--- src/rtl/batt_pm_pkg.sv ---
package batt_pm_pkg;
  localparam int unsigned NUM_BL   = 4;
  localparam int unsigned REG_W    = 8;
  localparam int unsigned ADDR_W   = 2;
  localparam int unsigned CFG_W    = 2;
  localparam int unsigned NUM_IN   = NUM_BL + 3;
  localparam int unsigned IDX_AC   = NUM_BL;
  localparam int unsigned IDX_EXT  = NUM_BL + 1;
  localparam int unsigned IDX_RING = NUM_BL + 2;

  localparam logic [ADDR_W-1:0] A_CTRL  = 2'd0;
  localparam logic [ADDR_W-1:0] A_CFG   = 2'd1;
  localparam logic [ADDR_W-1:0] A_STAT  = 2'd2;
  localparam logic [ADDR_W-1:0] A_LEVEL = 2'd3;

  // control byte
  localparam int unsigned C_B1_EN    = 0;
  localparam int unsigned C_B1_SMI   = 1;
  localparam int unsigned C_B2_EN    = 2;
  localparam int unsigned C_B2_SMI   = 3;
  localparam int unsigned C_B3_EN    = 4;
  localparam int unsigned C_B4_EN    = 5;
  localparam int unsigned C_AC_OVR   = 6;
  localparam int unsigned C_RING_RES = 7;

  // external request config
  localparam int unsigned G_EXT_EN  = 0;
  localparam int unsigned G_EXT_POL = 1;

  // status byte
  localparam int unsigned S_B1_SMI  = 0;
  localparam int unsigned S_B2_SMI  = 1;
  localparam int unsigned S_B3_SMI  = 2;
  localparam int unsigned S_EXT_SMI = 3;
  localparam int unsigned S_RING    = 4;
  localparam int unsigned S_LOWSPD  = 5;
  localparam int unsigned S_SLEEP   = 6;
  localparam int unsigned S_SUSP    = 7;
  localparam logic [REG_W-1:0] BATT_MASK = 8'hE7;

  // idle levels: ring high, ext low, ac low, battery lines high
  localparam logic [NUM_IN-1:0] IN_IDLE = 7'b100_1111;

  typedef enum logic [1:0] {
    MODE_NONE    = 2'd0,
    MODE_LOWSPD  = 2'd1,
    MODE_SLEEP   = 2'd2,
    MODE_SUSPEND = 2'd3
  } pm_mode_e;

  function automatic pm_mode_e pick_mode(input logic lo, input logic sl, input logic su);
    if (su)      return MODE_SUSPEND;
    else if (sl) return MODE_SLEEP;
    else if (lo) return MODE_LOWSPD;
    else         return MODE_NONE;
  endfunction

  function automatic logic edge_hit(input logic rising, input logic prv, input logic cur);
    return rising ? (~prv & cur) : (prv & ~cur);
  endfunction
endpackage

--- src/rtl/bpm_sync.sv ---
module bpm_sync #(
  parameter int unsigned W = 1,
  parameter logic [W-1:0] RST_VAL = '0
) (
  input  logic         clk,
  input  logic         rst_n,
  input  logic [W-1:0] async_in,
  output logic [W-1:0] lvl
);
  generate
    for (genvar i = 0; i < W; i++) begin : g_bit
      logic meta_q, sync_q;
      always_ff @(posedge clk or negedge rst_n) begin
        if (!rst_n) begin
          meta_q <= RST_VAL[i];
          sync_q <= RST_VAL[i];
        end else begin
          meta_q <= async_in[i];
          sync_q <= meta_q;
        end
      end
      assign lvl[i] = sync_q;
    end
  endgenerate

  logic [1:0] age_q;
  always_ff @(posedge clk or negedge rst_n) begin
    if (!rst_n)             age_q <= '0;
    else if (age_q != 2'd3) age_q <= age_q + 2'd1;
  end

  // synchronised level lags the pin by two edges
  a_r2_sync_delay: assert property (@(posedge clk) disable iff (!rst_n)
    (age_q == 2'd3) |-> (lvl == $past(async_in, 2)));
endmodule

--- src/rtl/bpm_event_map.sv ---
module bpm_event_map
  import batt_pm_pkg::*;
(
  input  logic              clk,
  input  logic              rst_n,
  input  logic [REG_W-1:0]  ctrl,
  input  logic [CFG_W-1:0]  cfg,
  input  logic [NUM_IN-1:0] lvl,
  input  logic              in_sleep,
  output logic [REG_W-1:0]  set_vec,
  output logic              ring_chg,
  output logic              lph_n
);
  logic [NUM_BL-1:0] bl_prv_q;
  logic              ext_prv_q, ring_prv_q;

  always_ff @(posedge clk or negedge rst_n) begin
    if (!rst_n) begin
      bl_prv_q   <= IN_IDLE[NUM_BL-1:0];
      ext_prv_q  <= IN_IDLE[IDX_EXT];
      ring_prv_q <= IN_IDLE[IDX_RING];
    end else begin
      bl_prv_q   <= lvl[NUM_BL-1:0];
      ext_prv_q  <= lvl[IDX_EXT];
      ring_prv_q <= lvl[IDX_RING];
    end
  end

  logic              suppress;
  logic [NUM_BL-1:0] bl_fall, bl_hit;

  assign suppress = ctrl[C_AC_OVR] & lvl[IDX_AC];
  generate
    for (genvar i = 0; i < NUM_BL; i++) begin : g_fall
      assign bl_fall[i] = edge_hit(1'b0, bl_prv_q[i], lvl[i]);
    end
  endgenerate
  assign bl_hit   = bl_fall & {NUM_BL{~suppress}};
  assign ring_chg = ring_prv_q ^ lvl[IDX_RING];

  always_comb begin
    set_vec            = '0;
    set_vec[S_B1_SMI]  = bl_hit[0] & ctrl[C_B1_EN] &  ctrl[C_B1_SMI];
    set_vec[S_LOWSPD]  = bl_hit[0] & ctrl[C_B1_EN] & ~ctrl[C_B1_SMI];
    set_vec[S_B2_SMI]  = bl_hit[1] & ctrl[C_B2_EN] &  ctrl[C_B2_SMI];
    set_vec[S_SLEEP]   = bl_hit[1] & ctrl[C_B2_EN] & ~ctrl[C_B2_SMI] & ~in_sleep;
    set_vec[S_B3_SMI]  = bl_hit[2] & ctrl[C_B3_EN];
    set_vec[S_SUSP]    = bl_hit[3] & ctrl[C_B4_EN];
    set_vec[S_EXT_SMI] = cfg[G_EXT_EN] &
                         edge_hit(cfg[G_EXT_POL], ext_prv_q, lvl[IDX_EXT]);
    set_vec[S_RING]    = ring_chg;
  end

  assign lph_n = (ctrl[C_B4_EN] & ~lvl[IDX_AC]) ? ~lvl[NUM_BL-1] : 1'b1;
endmodule

--- src/rtl/bpm_regs.sv ---
module bpm_regs
  import batt_pm_pkg::*;
(
  input  logic              clk,
  input  logic              rst_n,
  input  logic              wr_en,
  input  logic [ADDR_W-1:0] wr_addr,
  input  logic [REG_W-1:0]  wr_data,
  input  logic [ADDR_W-1:0] rd_addr,
  input  logic [REG_W-1:0]  set_vec,
  input  logic [NUM_IN-1:0] lvl,
  output logic [REG_W-1:0]  ctrl,
  output logic [CFG_W-1:0]  cfg,
  output logic [REG_W-1:0]  stat,
  output logic [REG_W-1:0]  rd_data
);
  logic             wr_stat;
  logic [REG_W-1:0] clr_mask;

  assign wr_stat  = wr_en && (wr_addr == A_STAT);
  assign clr_mask = wr_stat ? wr_data : '0;

  always_ff @(posedge clk or negedge rst_n) begin
    if (!rst_n) begin
      ctrl <= '0;
      cfg  <= '0;
      stat <= '0;
    end else begin
      if (wr_en && wr_addr == A_CTRL) ctrl <= wr_data;
      if (wr_en && wr_addr == A_CFG)  cfg  <= wr_data[CFG_W-1:0];
      stat <= (stat & ~clr_mask) | set_vec;
    end
  end

  always_comb begin
    case (rd_addr)
      A_CTRL:  rd_data = ctrl;
      A_CFG:   rd_data = {{(REG_W-CFG_W){1'b0}}, cfg};
      A_STAT:  rd_data = stat;
      default: rd_data = {{(REG_W-NUM_IN){1'b0}}, lvl};
    endcase
  end

  // without a status write no pending bit is lost
  a_r11_sticky: assert property (@(posedge clk) disable iff (!rst_n)
    !wr_stat |=> ((stat & $past(stat)) == $past(stat)));
endmodule

--- src/rtl/bpm_mode_arb.sv ---
module bpm_mode_arb
  import batt_pm_pkg::*;
(
  input  logic     clk,
  input  logic     rst_n,
  input  logic     pend_lo,
  input  logic     pend_sl,
  input  logic     pend_su,
  output pm_mode_e mode
);
  assign mode = pick_mode(pend_lo, pend_sl, pend_su);

  // ordering of the three requests
  a_r12_suspend_wins: assert property (@(posedge clk) disable iff (!rst_n)
    pend_su |-> (mode == MODE_SUSPEND));
  a_r12_sleep_over_low: assert property (@(posedge clk) disable iff (!rst_n)
    (pend_sl && !pend_su) |-> (mode == MODE_SLEEP));
endmodule

--- src/rtl/batt_pm_ctrl.sv ---
module batt_pm_ctrl
  import batt_pm_pkg::*;
(
  input  logic              clk,
  input  logic              rst_n,
  input  logic [NUM_BL-1:0] bat_low_n,
  input  logic              ac_present,
  input  logic              ext_smi,
  input  logic              ring_n,
  input  logic              in_sleep,
  input  logic              wr_en,
  input  logic [ADDR_W-1:0] wr_addr,
  input  logic [REG_W-1:0]  wr_data,
  input  logic [ADDR_W-1:0] rd_addr,
  output logic [REG_W-1:0]  rd_data,
  output logic [1:0]        mode_req,
  output logic              smi_req,
  output logic              modem_irq,
  output logic              resume_req,
  output logic              lph_n
);
  logic [NUM_IN-1:0] lvl;
  logic [REG_W-1:0]  ctrl, stat, set_vec;
  logic [CFG_W-1:0]  cfg;
  logic              ring_chg;
  logic              resume_q;
  pm_mode_e          mode;

  bpm_sync #(.W(NUM_IN), .RST_VAL(IN_IDLE)) u_sync (
    .clk      (clk),
    .rst_n    (rst_n),
    .async_in ({ring_n, ext_smi, ac_present, bat_low_n}),
    .lvl      (lvl)
  );

  bpm_event_map u_map (
    .clk      (clk),
    .rst_n    (rst_n),
    .ctrl     (ctrl),
    .cfg      (cfg),
    .lvl      (lvl),
    .in_sleep (in_sleep),
    .set_vec  (set_vec),
    .ring_chg (ring_chg),
    .lph_n    (lph_n)
  );

  bpm_regs u_regs (
    .clk     (clk),
    .rst_n   (rst_n),
    .wr_en   (wr_en),
    .wr_addr (wr_addr),
    .wr_data (wr_data),
    .rd_addr (rd_addr),
    .set_vec (set_vec),
    .lvl     (lvl),
    .ctrl    (ctrl),
    .cfg     (cfg),
    .stat    (stat),
    .rd_data (rd_data)
  );

  bpm_mode_arb u_arb (
    .clk     (clk),
    .rst_n   (rst_n),
    .pend_lo (stat[S_LOWSPD]),
    .pend_sl (stat[S_SLEEP]),
    .pend_su (stat[S_SUSP]),
    .mode    (mode)
  );

  always_ff @(posedge clk or negedge rst_n) begin
    if (!rst_n) resume_q <= 1'b0;
    else        resume_q <= ring_chg & ctrl[C_RING_RES];
  end

  assign resume_req = resume_q;
  assign mode_req   = mode;
  assign smi_req    = |stat[S_EXT_SMI:S_B1_SMI];
  assign modem_irq  = stat[S_RING];

  // AC override keeps battery bits from rising
  a_r7_override_blocks: assert property (@(posedge clk) disable iff (!rst_n)
    (ctrl[C_AC_OVR] && lvl[IDX_AC]) |=> ((stat & ~$past(stat) & BATT_MASK) == '0));
  // sleep request never newly raised while already asleep
  a_r4_sleep_gated: assert property (@(posedge clk) disable iff (!rst_n)
    $rose(stat[S_SLEEP]) |-> $past(!in_sleep));
endmodule

--- config.mk ---
export PLATFORM = sky130hd
export DESIGN_NAME = batt_pm_ctrl
export DESIGN_NICKNAME = d
export VERILOG_FILES = /design/src/rtl/batt_pm_pkg.sv /design/src/rtl/bpm_sync.sv /design/src/rtl/bpm_event_map.sv /design/src/rtl/bpm_regs.sv /design/src/rtl/bpm_mode_arb.sv /design/src/rtl/batt_pm_ctrl.sv
export SDC_FILE = /design/constraint.sdc
export NUM_CORES = 1
export LEC_CHECK = 0
export ABC_AREA = 1
export CORE_ASPECT_RATIO = 2
export CORE_UTILIZATION = 65
export DETAILED_ROUTE_END_ITERATION = 10
export DONT_BUFFER_PORTS = 1
export PLACE_DENSITY = 0.81
export SETUP_SLACK_MARGIN = 0.15
export SYNTH_ARGS = -nofsm -noshare
export SYNTH_HDL_FRONTEND = slang
export SYNTH_HIERARCHICAL = 1
export SYNTH_SLANG_ARGS = --single-unit
export TNS_END_PERCENT = 1
--- constraint.sdc ---
create_clock -name clk -period 3.4 [get_ports clk]
set_clock_uncertainty 0.15 [all_clocks]
set_input_delay 0.17 -clock clk [delete_from_list [all_inputs] [get_ports clk]]
set_output_delay 0.17 -clock clk [all_outputs]
set_load 0.02 [all_outputs]
==> results.md, run 1 <==
- Status: completed
- # DRC: 0
- IO buf count: 0
- Max Clk Rate: approximately 0.42 GHz
- Synthesis Warnings: 6
- Worst setup path endpoint: u_regs/stat[6]
- R2R depth: 6
- Reg2reg end: u_regs/stat[6]
- Reg-to-Reg Start: u_sync/g_bit[1].sync_q
- Min cycle time layout: approximately 2.4 ns
- Max Cap Viol: 0
- Wire per inst: approximately 18 um
- Commonest cells after routing, fill and taps aside: 62 x nand2_1, 36 x dlygate4sd3_1, 24 x dfrtp_1, 21 x inv_1, 19 x nand3_1
- Arr. time, crit path: 2.39 ns
- Post-CTS Setup Bufs: 0
- Number of global-route vias before repair: 1513
- Startpoint Class: input port
- Crit share post-route: ~70%
- DR pass1 iterations: 4
- Critical path peak fanout: 8
- Seq cells post-synth: 39
- Initial antenna violation count: 0
- Starting Density: 67.9%
- RSZ-0062 raised after global routing: false
- Setup crit end kind: flop
- Total Power: approximately 1100 uW
- Skew-Pair Late Insertion Delay: 0.29 ns
- CTS tree: built
- Nets@finish: roughly 250
- Die area: 2870 um^2
- Number of diodes: 0
- # hold bufs at CTS: 37
- Avg Inst Size Synth: between 9 and 10 um^2
- P&R area growth vs syn: 23.2%
- Sequential fraction of the synthesis area: between 50% and 60%
- Slew Limit Fails: 0
- Initial DRC Count: 48
- Post-Synthesis Cells: 190
- Most common cell after layout, fill and taps aside: nand2_1
- Resized Gates After CTS: 0
- H-tree Lvls: 2
- Clk buf depth: 2
- Setup TNS: 0 ns
- Hold Path Class: in2async
- Flop2flop setup slack: roughly 1.7 ns
- CTS Buf Count: 5
- Crit path required time: 3.43 ns
- Rel. slew slack: between 70% and 80%
- GR Overflow Total: 0
- Post-Syn Area: roughly 1700 um^2
- Site Rows: 26
- Global-route wire length before repair: roughly 6900 um
- Net Count, Synth: about 210
- Pleak: roughly 0.001 uW
- CP Class: in2reg
- Final setup fails: 0
- CTS sink count: 39
- Layout fillers: approximately 140
- Worst Tran Pin Value: roughly 0.40 ns
- Peak VDD IR: between 0.4 and 0.5 mV
- Critical Path Source: wr_addr[0]
- Core area: roughly 2500 um^2
- DP Wirelength: 2620 um
- Pin count of the biggest net entering global routing: 40
- Fraction of layout cells with a size suffix above 1: between 10% and 20%
- Root Driver: clkbuf_8
- Final WL: 4500 um
- Routability cong.: about 0.88
- Via Count: 1467
- Top-level port count: 37
- Routed vias/inst: around 6
- Tot GR Track Use: 36.4%
- Routed Antenna Nets: 0
- Post-synthesis cell type count: 20
- Die width: about 38 um
- Final hold vios: 0
- Die height: 74.8 um
- Clock-pin transition on the worst setup and hold timing paths: about 0.07 ns
- Cell Pwr Density: a little over 500 nW/um^2
layer usage:
metal | global-route usage (%) | routed length [um]
met2 | 60.6 | 2450
met4 | 32.2 | 317
met1 | 33.5 | 1480
met3 | 11.2 | 263
met5 | 0 | 0
state kept, by name, indices dropped and copies added, names as in the netlist:
register and cells:
u_sync/g_bit.meta_q 7, u_regs/stat 8, u_map/ext_prv_q 1, resume_req 1
u_regs/cfg 2, u_regs/ctrl 8, u_map/ring_prv_q 1, u_map/bl_prv_q 4
u_sync/g_bit.sync_q 7
cell type report:
class | count | area, um^2 | share of cell area, %
well taps | 28 | 35.0 | 1.65
inverters | 23 | 86.3 | 4.07
flip-flops and latches | 39 | 995 | 46.8
repair buffers | 37 | 380 | 17.9
clock buffers | 7 | 76.3 | 3.59
multi-input cells | 116 | 551 | 25.9
kinds of logic after synthesis:
| kind of cell | share of synthesized area (%) |
|---|---|
| xor+xnor | 0.508 |
| compound gates | 1.16 |
| flops | 57.7 |
| buf+inv | 10.3 |
| simple gates | 30.3 |
power breakdown:
part | leakage [uW] | total [uW] | internal, uW | switching, uW
sequential | 0.000446 | 584 | 529 | 55.1
clock | 0.0000383 | 284 | 141 | 143
combinational | 0.000528 | 216 | 86.3 | 130
metrics by stage:
stage / instances / instance area, um^2 / util [%] / setup slack (ns) / hold slack, ns
2_1_floorplan: 190 / 1720 / - / 2.23 / -0.276
3_3_place_gp: 206 / 1670 / 65.7 / 2.26 / -0.275
3_5_place_dp: 206 / 1670 / 65.7 / 2.25 / -0.275
4_1_cts: 250 / 2120 / 83.7 / 1.13 / 0.184
5_1_grt: 250 / 2120 / 83.7 / 0.988 / 0.204
6_report: 250 / 2120 / 83.7 / 1.04 / 0.184
worst min-delay path by stage:
stage	start	endpoint	slack, ns	cells after the start
final	rst_n	u_regs/stat[6]	0.18	2
after global routing	rst_n	u_regs/cfg[1]	0.20	2
after CTS	rst_n	u_regs/stat[1]	0.18	2
after global placement	rst_n	u_regs/stat[0]	-0.27	0
after detailed placement	rst_n	u_regs/stat[0]	-0.27	0
after floorplan	rst_n	resume_req	-0.28	0
critical path: stages:
cell and delay [ns]:
dlygate4sd3_1 0.69, inv_2 0.21, nand4_1 0.09, dlygate4sd3_1 0.58
nand2_1 0.06, nand2_1 0.04, dlygate4sd3_1 0.56
Yosys cell counts, drive strengths merged:
| library cell | n | area (um^2) |
|---|---|---|
| o21ai | 4 | 20.0 |
| xor2 | 1 | 8.76 |
| nand4 | 12 | 75.1 |
| buf | 12 | 91.3 |
| nand3b | 2 | 27.5 |
| dfrtp | 24 | 601 |
| nand3 | 19 | 95.1 |
| nor2 | 14 | 73.8 |
| nand2 | 63 | 244 |
| dfstp | 15 | 394 |
| inv | 23 | 86.3 |
| or2 | 1 | 6.26 |
(Power assumes the default switching activity.)
==> run 2, diff against run 1 <==
--- a/config.mk
+++ b/config.mk
@@ -5,12 +5,12 @@
 export SDC_FILE = /design/constraint.sdc
 export NUM_CORES = 1
 export LEC_CHECK = 0
-export ABC_AREA = 1
+export ABC_AREA = 0
 export CORE_ASPECT_RATIO = 2
-export CORE_UTILIZATION = 65
+export CORE_UTILIZATION = 61
 export DETAILED_ROUTE_END_ITERATION = 10
 export DONT_BUFFER_PORTS = 1
-export PLACE_DENSITY = 0.81
+export PLACE_DENSITY = 0.77
 export SETUP_SLACK_MARGIN = 0.15
 export SYNTH_ARGS = -nofsm -noshare
 export SYNTH_HDL_FRONTEND = slang
==> constraint.sdc (replaced) <==
create_clock -name clk -period 2.2 [get_ports clk]
set_clock_uncertainty 0.15 [all_clocks]
set_input_delay 0.11 -clock clk [delete_from_list [all_inputs] [get_ports clk]]
set_output_delay 0.11 -clock clk [all_outputs]
set_load 0.02 [all_outputs]
==> run 2 against run 1 <==
  * Clock power up 120%
  * Utilization down 6.6 points
  * Area after synthesis down 2.5%
  * Setup slack worse by 0.63 ns
  * Synthesized cell count down 34%
  * Wire length down 30%
  * Register-to-register slack worse by 1.3 ns
  * Critical path depth down 2
  * Final area down 6.7%
  * Sequential power up 57%
  * Critical endpoint unchanged
  * Largest cell class unchanged
  * Highest routed layer unchanged
==> results.md, run 2 <==
- Status: completed
- Post-Syn Area: 1680 um^2 (-2.5%)
- DP Wirelength: 2180 um (-17%)
- Global-route wire length before repair: 5040 um (-27%)
- Final setup fails: 0 (unchanged)
- Final WL: 3160 um (-30%)
- Startpoint Class: flop
- Worst Tran Pin Value: 0.506 ns (+0.109 ns)
- Arr. time, crit path: 1.88 ns (-0.51 ns)
- Commonest cells after routing, fill and taps aside: 24 x dfrtp_1, 21 x dlygate4sd3_1, 15 x dfstp_2, 15 x mux2_2, 12 x nor2_1
- Clock-pin transition on the worst setup and hold timing paths: 0.08 ns (about the same)
- Wire per inst: 18.5 um (+2.6%)
- Die width: 39.1 um (+1.8%)
- PnR worst setup slack: 0.405 ns (-0.632 ns)
- Placed Cells incl. Taps: 141 (-32%)
- Setup TNS: 0 ns (unchanged)
- Initial antenna violation count: 0 (unchanged)
- Root Driver: clkbuf_8
- Nets@finish: 165 (-33%)
- Slew Limit Fails: 0 (unchanged)
- Initial DRC Count: 23 (-52%)
- Final hold vios: 0 (unchanged)
- Post-synth top area share: 35.8% (+0.91 points)
- Most common cell after layout, fill and taps aside: dfrtp_1
- P&R area growth vs syn: 18.0%
- # DRC: 0 (unchanged)
- Count leader, synth: dfrtp_1
- Synth async-reset ratio: 100% (unchanged)
- Via Count: 993 (-32%)
- CP Class: reg2reg
- Site Rows: 26 (unchanged)
- Core area: 2570 um^2 (+1.3%)
- Net Count, Synth: 148 (-31%)
- Synthesis Warnings: 6 (unchanged)
- DR pass1 iterations: 4 (unchanged)
- Post-Synthesis Cells: 125 (-34%)
- Dpl ws: 0.905 ns (-1.35 ns)
- GR Overflow Total: 0 (unchanged)
- Number of global-route vias before repair: 1080 (-29%)
- Routed Antenna Nets: 0 (unchanged)
- Top-level port count: 37 (unchanged)
- Min cycle time layout: 1.79 ns
- Most frequent cells after synthesis: 24 x dfrtp_1, 15 x dfstp_2, 15 x mux2_2, 12 x nor2_1
- Layout fillers: 171 (+23%)
- CTS Buf Count: 5 (unchanged)
- GR Util met1: 27.2% (-6.3 points)
- Biggest registers after layout: u_regs/ctrl: 8 flops, u_regs/stat: 8 flops
- Met2 Use GR: 41.2% (-19 points)
- Dominant cell type by area after synthesis: dfrtp_1
- Sequential fraction of the synthesis area: 59.2% (+1.5 points)
- Routed vias/inst: 5.81 (-1.0%)
- Starting Density: 65.3% (-2.6 points)
- Clk buf depth: 2 (unchanged)
- Pin count of the biggest net entering global routing: 40 (unchanged)
- Primary FF master, synth: dfrtp_1
- Critical path peak fanout: 6 (-2)
- Avg Inst Size Synth: 13.4 um^2 (+48%)
- Flop2flop setup slack: 0.41 ns (-1.33 ns)
- Post-synthesis cell type count: 27 (+35%)
- Final Non-Filler Cells: 171 (-32%)
- Routability cong.: 0.804 (-8.5%)
- Post-synth EDFFs: 0 (unchanged)
- Resized Gates After CTS: 0 (unchanged)
- Tot GR Track Use: 25.3% (-11 points)
- Skew-Pair Late Insertion Delay: 0.30 ns (about the same)
- Pleak: 0.000812 uW (-20%)
- Rel. slew slack: 66.2% (-7.2 points)
- Synth top area cells: dfrtp_1 36%, dfstp_2 23%, mux2_2 10%
- Number of diodes: 0 (unchanged)
- Crit path required time: 2.28 ns (-1.15 ns)
- Peak VDD IR: 0.731 mV (+63%)
- Die area: 2980 um^2 (+3.7%)
- Die height: 76.2 um (+1.9%)
- CTS sink count: 39 (unchanged)
- CTS tree: built
- Met3 usage: 9.91% (-1.3 points)
- Fraction of layout cells with a size suffix above 1: 32.9% (+20 points)
- RSZ-0062 raised after global routing: false
- Hold Path Class: in2reg
- Max Cap Viol: 0 (unchanged)
- Max Clk Rate: between 0.5 and 0.6 GHz
- H-tree Lvls: 2 (unchanged)
- Cell Pwr Density: 938 nW/um^2 (+84%)
- Setup crit end kind: flop
- Seq cells post-synth: 39 (unchanged)
- Crit share post-route: between 80 and 90%
- IO buf count: 0 (unchanged)
- Busiest grt layer: met2
run 2: cell types whose count changed after synthesis, sizes merged, moves of 3 or more:
cell     before  now
o21ai         4    0
nand3        19    0
nand4bb       0    3
a31oi         0    7
nand2        63    3
inv          23    8
mux2          0   15
nand4b        0    4
nand4        12    0
nor3          0    3
a22o          0    5
run 2: path summary, 6_finish.rpt:
check / cells past startpoint / startpoint / end
worst min-delay path: 2 / wr_en / u_regs/stat[7]
worst min register to register: 0 / u_sync/g_bit[3].meta_q / u_sync/g_bit[3].sync_q
max in group asynchronous: 2 / rst_n / u_sync/g_bit[1].sync_q
min in group asynchronous: 2 / rst_n / u_sync/g_bit[4].sync_q
worst max register to register: 5 / u_sync/g_bit[4].sync_q / u_regs/stat[6]
worst max-delay path: 5 / u_sync/g_bit[4].sync_q / u_regs/stat[6]
run 2: what timing repair did:
item | CTS | global route
buffers inserted | 0 | 0
hold buffers | 22 | 0
hold endpoints to repair | 64 | 0
run 2: routing by layer:
metal	wire, um	up-vias
met2	1760	34
met4	73	0
met1	1120	487
met3	203	6
li1	-	466
met5	0	-
run 2: area by class of cell:
class,count,area [um^2],area share (%)
Clock inverter,2,38.8,1.96
Tap cell,28,35.0,1.77
Inverter,8,30.0,1.52
Clock buffer,6,82.6,4.17
Timing Repair Buffer,22,230,11.6
Multi-Input combinational cell,66,569,28.7
Sequential cell,39,995,50.2
run 2: report_power, final:
part	internal, uW	switching, uW
clock	373	246
combinational	159	162
sequential	828	90.0
run 2: cells by family (layout without fill, tap and decap cells):
kind of cell              after synthesis  count (layout)  share of synthesized area, %
buffers and inverters                  20              38                          6.86
DFF                                    39              39                          59.2
xor gates and xnor gates                1               1                         0.522
and+or+nand+nor                        33              33                          13.9
AOI/OAI and AO/OA                      14              14                          6.11
muxes                                  18              18                          13.3
run 2: critical path: stages (launching register included):
cell	delay, ns
dfrtp_1	0.42
and2_4	0.19
nor3_2	0.18
inv_1	0.06
a31oi_1	0.16
dlygate4sd3_1	0.56
run 2: metrics by stage:
stage	hold WS, ns	power (uW)	instance area [um^2]	util (%)
CTS	0.0730	1880	1980	77.1
finish	0.0710	1860	1980	77.1
detailed placement	-0.335	1200	1630	63.4
global route	0.0715	1950	1980	77.1
global placement	-0.335	1180	1630	63.4
floorplan	-0.336	1150	1680	-
